===== src/rtl/sdiv_pkg.sv =====
package sdiv_pkg;
  typedef enum logic {
    RND_TRUNC = 1'b0,
    RND_FLOOR = 1'b1
  } rnd_mode_e;

  typedef enum logic [1:0] {
    ST_IDLE  = 2'd0,
    ST_RUN   = 2'd1,
    ST_SIGN  = 2'd2,
    ST_FLOOR = 2'd3
  } div_state_e;
endpackage


===== src/rtl/sdiv_seq.sv =====
module sdiv_seq
  import sdiv_pkg::*;
#(
  parameter int WIDTH = 8
) (
  input  logic clk,
  input  logic rst_n,
  input  logic start,
  output logic accept,
  output logic step,
  output logic sign_en,
  output logic floor_en,
  output logic busy,
  output logic done
);
  localparam int CW = (WIDTH > 1) ? $clog2(WIDTH) : 1;
  localparam logic [CW-1:0] LAST = CW'(WIDTH - 1);

  div_state_e state;
  logic [CW-1:0] cnt;
  logic last_step;

  assign accept    = (state == ST_IDLE) && start;
  assign step      = (state == ST_RUN);
  assign sign_en   = (state == ST_SIGN);
  assign floor_en  = (state == ST_FLOOR);
  assign busy      = (state != ST_IDLE);
  assign last_step = step && (cnt == LAST);

  always_ff @(posedge clk or negedge rst_n) begin
    if (!rst_n) begin
      state <= ST_IDLE;
      cnt   <= '0;
      done  <= 1'b0;
    end else begin
      done <= floor_en;
      unique case (state)
        ST_IDLE: if (start) begin
          state <= ST_RUN;
          cnt   <= '0;
        end
        ST_RUN: begin
          cnt <= cnt + 1'b1;
          if (last_step) state <= ST_SIGN;
        end
        ST_SIGN:  state <= ST_FLOOR;
        ST_FLOOR: state <= ST_IDLE;
        default:  state <= ST_IDLE;
      endcase
    end
  end

  // a start seen mid-run does not rewind the step counter
  p_count_advance_r9: assert property (@(posedge clk) disable iff (!rst_n)
    (step && !last_step) |=> (step && cnt == $past(cnt) + 1'b1));

  // the loop always hands over to the sign stage after its last step
  p_run_to_sign_r8: assert property (@(posedge clk) disable iff (!rst_n)
    last_step |=> sign_en);
endmodule


===== src/rtl/sdiv_mag_core.sv =====
module sdiv_mag_core #(
  parameter int WIDTH = 8
) (
  input  logic             clk,
  input  logic             rst_n,
  input  logic             load,
  input  logic             step,
  input  logic [WIDTH-1:0] a_i,
  input  logic [WIDTH-1:0] b_i,
  output logic [WIDTH-1:0] qmag,
  output logic [WIDTH-1:0] rmag
);
  function automatic logic [WIDTH-1:0] magnitude(input logic [WIDTH-1:0] x);
    return x[WIDTH-1] ? (~x + 1'b1) : x;
  endfunction

  logic [WIDTH-1:0] divm;
  logic [WIDTH-1:0] part;
  logic [WIDTH-1:0] dq;
  logic [WIDTH:0]   trial;
  logic             fits;

  assign trial = {part, dq[WIDTH-1]};
  assign fits  = (trial >= {1'b0, divm});

  always_ff @(posedge clk or negedge rst_n) begin
    if (!rst_n) begin
      divm <= '0;
      part <= '0;
      dq   <= '0;
    end else if (load) begin
      divm <= magnitude(b_i);
      part <= '0;
      dq   <= magnitude(a_i);
    end else if (step) begin
      part <= fits ? WIDTH'(trial - {1'b0, divm}) : trial[WIDTH-1:0];
      dq   <= {dq[WIDTH-2:0], fits};
    end
  end

  assign qmag = dq;
  assign rmag = part;

  // the partial remainder never reaches the divisor magnitude
  p_part_bound_r2: assert property (@(posedge clk) disable iff (!rst_n)
    (step && divm != '0) |=> (part < divm));
endmodule


===== src/rtl/sdiv_fixup.sv =====
module sdiv_fixup
  import sdiv_pkg::*;
#(
  parameter int WIDTH = 8
) (
  input  logic             clk,
  input  logic             rst_n,
  input  logic             sign_en,
  input  logic             floor_en,
  input  logic [WIDTH-1:0] qmag,
  input  logic [WIDTH-1:0] rmag,
  input  logic [WIDTH-1:0] a_q,
  input  logic [WIDTH-1:0] b_q,
  input  rnd_mode_e        mode_q,
  input  logic             dz_q,
  input  logic             ovf_q,
  output logic [WIDTH-1:0] quot,
  output logic [WIDTH-1:0] rem,
  output logic             dz_o,
  output logic             ovf_o
);
  function automatic logic [WIDTH-1:0] with_sign(input logic [WIDTH-1:0] m, input logic neg);
    return neg ? (~m + 1'b1) : m;
  endfunction

  function automatic logic needs_floor(input rnd_mode_e m, input logic [WIDTH-1:0] r,
                                       input logic sa, input logic sb);
    return (m == RND_FLOOR) && (r != '0) && (sa != sb);
  endfunction

  logic [WIDTH-1:0] qs, rs;
  logic             adj;

  assign adj = needs_floor(mode_q, rs, a_q[WIDTH-1], b_q[WIDTH-1]);

  always_ff @(posedge clk or negedge rst_n) begin
    if (!rst_n) begin
      qs <= '0;
      rs <= '0;
    end else if (sign_en) begin
      qs <= with_sign(qmag, a_q[WIDTH-1] ^ b_q[WIDTH-1]);
      rs <= with_sign(rmag, a_q[WIDTH-1]);
    end
  end

  always_ff @(posedge clk or negedge rst_n) begin
    if (!rst_n) begin
      quot  <= '0;
      rem   <= '0;
      dz_o  <= 1'b0;
      ovf_o <= 1'b0;
    end else if (floor_en) begin
      dz_o  <= dz_q;
      ovf_o <= ovf_q;
      if (dz_q) begin
        quot <= '1;
        rem  <= a_q;
      end else if (adj) begin
        quot <= qs - 1'b1;
        rem  <= rs + b_q;
      end else begin
        quot <= qs;
        rem  <= rs;
      end
    end
  end

  // floor mode leaves a remainder that follows the divisor's sign
  p_floor_rem_sign_r4: assert property (@(posedge clk) disable iff (!rst_n)
    (floor_en && mode_q == RND_FLOOR && !dz_q) |=> (rem == '0 || rem[WIDTH-1] == b_q[WIDTH-1]));

  // truncate mode leaves a remainder that follows the dividend's sign
  p_trunc_rem_sign_r2: assert property (@(posedge clk) disable iff (!rst_n)
    (floor_en && mode_q == RND_TRUNC && !dz_q) |=> (rem == '0 || rem[WIDTH-1] == a_q[WIDTH-1]));
endmodule


===== src/rtl/sdiv_rmode.sv =====
module sdiv_rmode
  import sdiv_pkg::*;
#(
  parameter int WIDTH = 8
) (
  input  logic             clk,
  input  logic             rst_n,
  input  logic             start,
  input  logic             rmode,
  input  logic [WIDTH-1:0] dividend,
  input  logic [WIDTH-1:0] divisor,
  output logic             busy,
  output logic             done,
  output logic [WIDTH-1:0] quot,
  output logic [WIDTH-1:0] rem,
  output logic             div_zero,
  output logic             ovf
);
  localparam logic [WIDTH-1:0] MOST_NEG = {1'b1, {(WIDTH-1){1'b0}}};

  logic             accept, step, sign_en, floor_en;
  logic [WIDTH-1:0] a_q, b_q, qmag, rmag;
  rnd_mode_e        mode_q;
  logic             dz_q, ovf_q;

  sdiv_seq #(.WIDTH(WIDTH)) seq_i (
    .clk(clk), .rst_n(rst_n), .start(start), .accept(accept), .step(step),
    .sign_en(sign_en), .floor_en(floor_en), .busy(busy), .done(done)
  );

  always_ff @(posedge clk or negedge rst_n) begin
    if (!rst_n) begin
      a_q    <= '0;
      b_q    <= '0;
      mode_q <= RND_TRUNC;
      dz_q   <= 1'b0;
      ovf_q  <= 1'b0;
    end else if (accept) begin
      a_q    <= dividend;
      b_q    <= divisor;
      mode_q <= rnd_mode_e'(rmode);
      dz_q   <= (divisor == '0);
      ovf_q  <= (dividend == MOST_NEG) && (divisor == '1);
    end
  end

  sdiv_mag_core #(.WIDTH(WIDTH)) core_i (
    .clk(clk), .rst_n(rst_n), .load(accept), .step(step),
    .a_i(dividend), .b_i(divisor), .qmag(qmag), .rmag(rmag)
  );

  sdiv_fixup #(.WIDTH(WIDTH)) fix_i (
    .clk(clk), .rst_n(rst_n), .sign_en(sign_en), .floor_en(floor_en),
    .qmag(qmag), .rmag(rmag), .a_q(a_q), .b_q(b_q), .mode_q(mode_q),
    .dz_q(dz_q), .ovf_q(ovf_q), .quot(quot), .rem(rem), .dz_o(div_zero), .ovf_o(ovf)
  );

  // done is a single-cycle pulse
  p_done_pulse_r8: assert property (@(posedge clk) disable iff (!rst_n) done |=> !done);

  // the block is idle whenever done is shown
  p_done_idle_r8: assert property (@(posedge clk) disable iff (!rst_n) done |-> !busy);

  // results do not move between completions
  p_hold_r10: assert property (@(posedge clk) disable iff (!rst_n)
    !done |-> ($stable(quot) && $stable(rem) && $stable(div_zero) && $stable(ovf)));

  // overflow result wraps to the most negative value with zero remainder
  p_ovf_wrap_r7: assert property (@(posedge clk) disable iff (!rst_n)
    (done && ovf) |-> (quot == MOST_NEG && rem == '0));

  // divide-by-zero gives the fixed placeholder and no overflow
  p_dz_value_r6: assert property (@(posedge clk) disable iff (!rst_n)
    (done && div_zero) |-> (quot == '1 && !ovf));
endmodule


===== config.mk =====
export PLATFORM = sky130hd
export DESIGN_NAME = sdiv_rmode
export DESIGN_NICKNAME = d
export VERILOG_FILES = /design/src/rtl/sdiv_pkg.sv /design/src/rtl/sdiv_seq.sv /design/src/rtl/sdiv_mag_core.sv /design/src/rtl/sdiv_fixup.sv /design/src/rtl/sdiv_rmode.sv
export SDC_FILE = /design/constraint.sdc
export NUM_CORES = 1
export LEC_CHECK = 0
export ABC_AREA = 1
export BUFFER_PORTS_ARGS = -buffer_cell sky130_fd_sc_hd__buf_2
export CAP_MARGIN = 20
export CORE_UTILIZATION = 40
export CTS_CLUSTER_DIAMETER = 80
export DETAILED_ROUTE_END_ITERATION = 8
export HOLD_SLACK_MARGIN = 0.03
export PLACE_DENSITY = 0.54
export SLEW_MARGIN = 0
export SYNTH_ARGS = -nofsm -noshare
export SYNTH_HDL_FRONTEND = slang
export SYNTH_SLANG_ARGS = --single-unit
export TNS_END_PERCENT = 30

===== constraint.sdc =====
create_clock -name clk -period 2 [get_ports clk]
set_input_delay 0.3 -clock clk [delete_from_list [all_inputs] [get_ports clk]]
set_output_delay 0.3 -clock clk [all_outputs]
set_load 0.02 [all_outputs]

==> results of run 1 <==
==> power groups by stage <==
stage               Clock, mW  Sequential [mW]  Combinational [mW]
global route             1.69             3.03                6.76
CTS                      1.63             2.92                5.86
finish                   1.58             2.92                5.89
global placement            0             2.92                5.80
floorplan                   0             3.01                4.17
detailed placement          0             2.95                5.82
==> per-layer routing <==
layer / track usage (%) / part of all wire, % / routed length, um
met4: 7.36 / 1.5 / 204
met1: 31.3 / 50 / 6710
met3: 4.59 / 4.3 / 573
met5: 0 / 0 / 0
met2: 34.9 / 44 / 5950
==> Yosys cell counts, drive strengths merged (5+ instances only) <==
| cell type | count |
|---|---|
| nand2 | 182 |
| inv | 105 |
| dfrtp | 82 |
| nand3 | 74 |
| o21ai | 53 |
| nor2 | 43 |
| ha | 28 |
| a21oi | 22 |
| xor2 | 16 |
| clkbuf | 10 |
| or2 | 9 |
| nand4 | 8 |
| xnor2 | 8 |
| o221ai | 6 |
| buf | 5 |
| nor3 | 5 |
==> stage by stage <==
stage / total power [mW] / std cells / hold slack [ps] / setup TNS [ps] / util [%]
2_1_floorplan: 7.18 / 679 / 4.41 / 0 / -
3_3_place_gp: 8.72 / 892 / 291 / 0 / 45.7
3_5_place_dp: 8.77 / 892 / 298 / 0 / 45.7
6_report: 10.4 / 909 / 161 / 0 / 48.2
4_1_cts: 10.4 / 908 / 155 / 0 / 48.0
5_1_grt: 11.5 / 909 / 198 / -5.43 / 48.2
==> layout make-up <==
| type | instances | area (um2) | area share, % |
|---|---|---|---|
| well taps | 168 | 210 | 3.56 |
| inverters | 105 | 394 | 6.67 |
| multi-input cells | 477 | 2600 | 44.0 |
| clock inverters | 4 | 26.3 | 0.445 |
| repair buffers | 62 | 373 | 6.31 |
| clock buffers | 11 | 253 | 4.28 |
| flip-flops and latches | 82 | 2050 | 34.7 |
==> worst reg2reg max path, cell delays in order (launching register included) <==
cell                      delay, ps
sky130_fd_sc_hd__dfrtp_1        390
sky130_fd_sc_hd__inv_1           80
sky130_fd_sc_hd__ha_1           170
sky130_fd_sc_hd__inv_1           90
sky130_fd_sc_hd__fa_1           470
sky130_fd_sc_hd__a21oi_2        200
sky130_fd_sc_hd__xor2_1         160
sky130_fd_sc_hd__nand2_1         70
sky130_fd_sc_hd__nand3_1         60
sky130_fd_sc_hd__nand2_1         50
==> state kept, by name, indices dropped and copies added, names as in the netlist, 8 cells and up <==
signal / flops
core_i.rmag: 8
a_q: 8
b_q: 8
fix_i.rs: 8
fix_i.quot: 8
core_i.qmag: 8
fix_i.rem: 8
fix_i.qs: 8
==> cell families after synthesis <==
kind of cell | count (synthesis)
buf+inv | 120
fa+ha+maj | 30
xor+xnor | 24
compound gates | 101
flops | 82
simple gates | 322
==> worst paths after layout <==
path	startpoint	slack, ps	endpoint	cells past startpoint
max	core_i.qmag[7]	160	core_i.rmag[4]	9
min	rmode	160	mode_q	3
max reg2reg	core_i.qmag[7]	160	core_i.rmag[4]	9
min reg2reg	fix_i.dz_o	480	fix_i.dz_o	2
max in group asynchronous	rst_n	900	fix_i.rem[6]	3
min in group asynchronous	rst_n	460	fix_i.rs[6]	2
==> repair_timing <==
item                                   in CTS  in global routing
endpoints found under the hold margin      32                  0
setup endpoints to repair                   0                  9
hold buffers                                1                  0
buffers inserted                            0                  1
resized for setup                           0                  2
==> run summary, run 1 <==
Die Area - 13200 um2
TritonCTS Sinks - 82
YS warnings - 0
post-synthesis sequential area ratio - 40.1%
Final Hold Fails - 0
slowest CP cell - sky130_fd_sc_hd__fa_1
class of the most critical setup path - reg -> reg
final max-slew violation count - 0
total routing usage reported by global routing - 22.5%
number of buffers added on ports - 39
post-synthesis adder-cell area fraction - 7.63%
routability cong. - 0.931
combinational share of power - 56.7%
fill cell total of the finished layout - 1239
cell taking the most area after synthesis - sky130_fd_sc_hd__dfrtp_1
clock network fraction of total power - 15.2%
maximum number of pins on one net before global-route repair - 37
CP bufs+invs - 2
DIE WIDTH - 115 um
type of destination of the critical path - flop
worst-case clock skew - 6.76 ps
# setup viols final - 0
flip-flop and latch count after synthesis - 82
DRC violation total after the first TritonRoute iteration - 282
async set-or-reset flop fraction in the synthesized netlist - 100%
Startpoint Class - flop
simple-gate share of the synthesized area - 27.6%
routed length per instance - 14.8 um
instance count of the mapped netlist - 679
largest family of logic cells by synthesized area - simple AND/OR/NAND/NOR gates
fraction of synthesized cell area in xor and xnor cells - 4.11%
internal power component - 5.47 mW
number of nets still failing antenna checks after routing - 0
final clock period utilization by the worst path - 92.1%
DP Worst Slack - 104 ps
top post-synthesis cells by area - sky130_fd_sc_hd__dfrtp_1 40%, sky130_fd_sc_hd__nand2_1 13%, sky130_fd_sc_hd__inv_1 7.6%, sky130_fd_sc_hd__nand3_1 6.9%, sky130_fd_sc_hd__ha_1 6.8%
delay-heaviest family, CP - adder cells
maximum VDD drop - 616 uV
number of synthesized flops with an enable pin - 0
area fraction of the dominant cell type after synthesis - 40.1%
routed via count - 4560
clock tree root buffer cell - sky130_fd_sc_hd__clkbuf_16
cell area after layout - 5910 um2
arrival time reported for the critical path endpoint - 2080 ps
global route overflow - 0
Relative slew margins - 53.5%
critical path required time - 2240 ps
most frequent standard cell in the layout excluding fill and tap cells - sky130_fd_sc_hd__nand2_1
vertical extent of the die - 115 um
Worst Tran Pin Value - 698 ps
Fmax achieved - 0.543 GHz
via count of the first global-routing pass - 4443
maximum fanout along the worst path - 4
starting utilization of the core area - 41.7%
number of vias per cell - 5.02
PwrDens - 1760 nW/um2
post-synthesis average cell area - 7.53 um2
number of antenna violations at the first check in global routing - 0
global-route wire length before repair - 22700 um
cell chain of the critical path - inv_1 > ha_1 > inv_1 > fa_1 > a21oi_2 > xor2_1 > nand2_1 > nand3_1 > nand2_1
wire length reported by the detailed router - 13400 um
site row count - 40
count of boundary I/O pins - 40
relative area change from synthesis to final layout - 15.4%
summed instance area of the synthesized netlist - 5120 um2
post-layout worst setup margin - 159 ps
max-cap viol count - 0
number of buffers created by CTS - 9
DRC violations left - 0
share of final-layout standard cells stronger than drive strength 1 - 13.6%
standard cell area after detailed placement - 5600 um2
clock latency on the worst-skew pair - 350 ps
number of H-tree branching levels - 3
most frequent cells in the layout - 177 x sky130_fd_sc_hd__nand2_1, 103 x sky130_fd_sc_hd__inv_1, 82 x sky130_fd_sc_hd__dfrtp_1, 70 x sky130_fd_sc_hd__nand3_1, 50 x sky130_fd_sc_hd__o21ai_0
Period minus WS final - 1840 ps
clock transition at the registers of the reported paths - 60 ps
Mapped Nets - 729
Sw Share - 47.4%
final net count - 787
run status - completed
Detailed Routing Iterations Pass 1 - 5
net switching power of the design - 4.92 mW
CTS tree - done
distinct cell type count of the synthesized netlist - 40
worst min-delay path class - in -> reg
delay of the slowest cell on the worst path - 470 ps
dpl hpwl - 10500 um
antenna fix cells - 0
static leakage - 3.09 nW
leading register cell type out of synthesis - sky130_fd_sc_hd__dfrtp_1
synthesized-area fraction occupied by ao, oa, aoi and oai cells - 11.3%
proportion of synthesized area in mux cells - 0%
Longest Clk Path Bufs - 2
Floorplan Core Area - 12300 um2
part of the power in registers - 28.1%
Power figures use the tool's default switching activity.
==> run 2: changes to the inputs <==
- BUFFER_PORTS_ARGS: -buffer_cell sky130_fd_sc_hd__buf_2 -> -buffer_cell sky130_fd_sc_hd__buf_4
- clock period: 2 -> 1.89 ns (I/O delays scaled with it)
==> run summary, run 2 (synthesis results as in run 1) <==
Min-Delay Startpoint - rmode (unchanged)
starting utilization of the core area - 41.7% (unchanged)
routed via count - 4557 (was 4560)
reg2reg end - core_i.rmag[4] (unchanged)
antenna fix cells - 0 (unchanged)
Startpoint Class - flop (unchanged)
reg-to-reg critical path startpoint - core_i.qmag[7] (unchanged)
Worst Tran Pin Value - 530 ps (was 698 ps)
clock network fraction of total power - 15.7% (was 15.2%)
via count of the first global-routing pass - 4396 (was 4443)
DR WL met3 - 519 um (was 573 um)
Fmax achieved - 0.573 GHz (was 0.543 GHz)
clock transition at the registers of the reported paths - 60 ps (about the same)
wire length reported by the detailed router - 13400 um (about the same)
FF-to-FF setup slack - 140 ps (was 160 ps)
combinational share of power - 57.4% (was 56.7%)
routability cong. - 0.899 (was 0.931)
# setup viols final - 0 (unchanged)
arrival time reported for the critical path endpoint - 1990 ps (was 2080 ps)
dpl hpwl - 10500 um (about the same)
share of final-layout standard cells stronger than drive strength 1 - 15.5% (was 13.6%)
number of H-tree branching levels - 3 (unchanged)
number of vias per cell - 4.97 (was 5.02)
post-route setup TNS - 0 ps (unchanged)
Die Area - 13200 um2 (unchanged)
final max-slew violation count - 0 (unchanged)
maximum VDD drop - 779 uV (was 616 uV)
number of cells on the worst reg-to-reg path - 9 (unchanged)
type of destination of the critical path - flop (unchanged)
Met1 Wirelength - 6680 um (was 6710 um)
worst min-delay path class - in -> reg (unchanged)
DIE WIDTH - 115 um (unchanged)
final net count - 793 (was 787)
CTS tree - done (unchanged)
standard cell area after detailed placement - 5760 um2 (was 5600 um2)
Sw Share - 45.8% (was 47.4%)
Total Power - 11.5 mW (was 10.4 mW)
clock tree root buffer cell - sky130_fd_sc_hd__clkbuf_16 (unchanged)
relative area change from synthesis to final layout - 20.2% (was 15.4%)
TritonCTS Sinks - 82 (unchanged)
static leakage - 3.16 nW (was 3.09 nW)
critical path required time - 2130 ps (was 2240 ps)
DRC violations left - 0 (unchanged)
routed length per instance - 14.6 um (was 14.8 um)
maximum number of pins on one net before global-route repair - 39 (was 37)
max-cap viol count - 0 (unchanged)
PwrDens - 1880 nW/um2 (was 1760 nW/um2)
most frequent cells in the layout - 177 x sky130_fd_sc_hd__nand2_1, 101 x sky130_fd_sc_hd__inv_1, 82 x sky130_fd_sc_hd__dfrtp_1, 71 x sky130_fd_sc_hd__nand3_1, 65 x sky130_fd_sc_hd__buf_4 (was 177 x sky130_fd_sc_hd__nand2_1, 103 x sky130_fd_sc_hd__inv_1, 82 x sky130_fd_sc_hd__dfrtp_1, 70 x sky130_fd_sc_hd__nand3_1, 50 x sky130_fd_sc_hd__o21ai_0)
total routing usage reported by global routing - 22.2% (was 22.5%)
Period minus WS final - 1750 ps (was 1840 ps)
Floorplan Core Area - 12300 um2 (unchanged)
site row count - 40 (unchanged)
highest routed metal layer - met4 (unchanged)
vertical extent of the die - 115 um (unchanged)
Post-CTS Repair Setup Buffers - 0 (unchanged)
clock latency on the worst-skew pair - 350 ps (about the same)
most frequent standard cell in the layout excluding fill and tap cells - sky130_fd_sc_hd__nand2_1 (unchanged)
global route overflow - 0 (unchanged)
cell area after layout - 6150 um2 (was 5910 um2)
maximum fanout along the worst path - 4 (unchanged)
number of buffers added on ports - 39 (unchanged)
number of antenna violations at the first check in global routing - 0 (unchanged)
global-route wire length before repair - 22300 um (was 22700 um)
number of buffers created by CTS - 9 (unchanged)
DRC violation total after the first TritonRoute iteration - 300 (was 282)
Final Hold Fails - 0 (unchanged)
run status - completed (unchanged)
net switching power of the design - 5.28 mW (was 4.92 mW)
worst hold path endpoint - mode_q (unchanged)
Hold Path Depth - 3 (unchanged)
worst-case clock skew - 11.1 ps (was 6.76 ps)
class of the most critical setup path - reg -> reg (unchanged)
part of the power in registers - 26.9% (was 28.1%)
internal power component - 6.26 mW (was 5.47 mW)
Detailed Routing Iterations Pass 1 - 5 (unchanged)
number of nets still failing antenna checks after routing - 0 (unchanged)
Longest Clk Path Bufs - 2 (unchanged)
final clock period utilization by the worst path - 92.4% (was 92.1%)
count of boundary I/O pins - 40 (unchanged)
wire length on met2 - 6010 um (was 5950 um)
Relative slew margins - 64.7% (was 53.5%)
==> run 2: layer usage <==
layer / vias up / GRT usage, %
met5: - / 0
met4: 0 / 6.58
met3: 14 / 3.69
met2: 88 / 34.4
met1: 2136 / 31.7
li1: 2319 / -
==> run 2: what timing repair did <==
| action | 4_1_cts | 5_1_grt |
|---|---|---|
| endpoints found under the setup margin | 0 | 17 |
| hold buffers | 1 | 0 |
| endpoints found under the hold margin | 35 | 0 |
| resized for setup | 0 | 17 |
==> run 2: final cells by class <==
| cell class | count | area, um2 |
|---|---|---|
| Tap cell | 168 | 210 |
| Timing Repair Buffer | 68 | 533 |
| Fill cell | 1226 | 6110 |
| Inverter | 105 | 394 |
| Clock buffer | 12 | 256 |
| Sequential cell | 82 | 2050 |
| Multi-Input combinational cell | 477 | 2660 |
| Clock inverter | 4 | 48.8 |
==> run 2: how the worst max path moves through the flow <==
stage | startpoint | end | slack [ps] | cells past startpoint
5_1_grt | seq_i.state[1] | ovf_q | -3 | 9
6_report | core_i.qmag[7] | core_i.rmag[4] | 140 | 9
3_3_place_gp | core_i.qmag[7] | core_i.rmag[4] | 60 | 9
4_1_cts | core_i.qmag[7] | core_i.rmag[4] | 20 | 9
2_1_floorplan | core_i.qmag[7] | core_i.rmag[4] | 220 | 9
3_5_place_dp | core_i.qmag[7] | core_i.rmag[4] | 40 | 9
==> run 2: stage by stage <==
stage               util [%]  cells  setup slack, ps  hold WS, ps
floorplan                  -    679              219        -12.1
detailed placement      47.0    899             38.9          305
global placement        47.0    899             60.5          305
global route            50.2    916            -3.34          185
CTS                     49.6    916             22.4          157
finish                  50.2    916              144          167
==> run 2: power by group through the flow <==
stage,Sequential (mW),Clock (mW),Combinational [mW]
2_1_floorplan,3.19,0,4.42
3_3_place_gp,3.11,0,6.37
3_5_place_dp,3.12,0,6.45
4_1_cts,3.10,1.85,6.49
5_1_grt,3.21,1.91,7.56
6_report,3.10,1.81,6.63
==> run 2: critical path, stage by stage (launching register included) <==
cell                      delay [ps]
sky130_fd_sc_hd__dfrtp_1         380
sky130_fd_sc_hd__inv_1            90
sky130_fd_sc_hd__ha_1            140
sky130_fd_sc_hd__inv_1           100
sky130_fd_sc_hd__fa_2            410
sky130_fd_sc_hd__a21oi_2         160
sky130_fd_sc_hd__xor2_1          180
sky130_fd_sc_hd__nand2_1          80
sky130_fd_sc_hd__nand3_1          60
sky130_fd_sc_hd__nand2_1          40
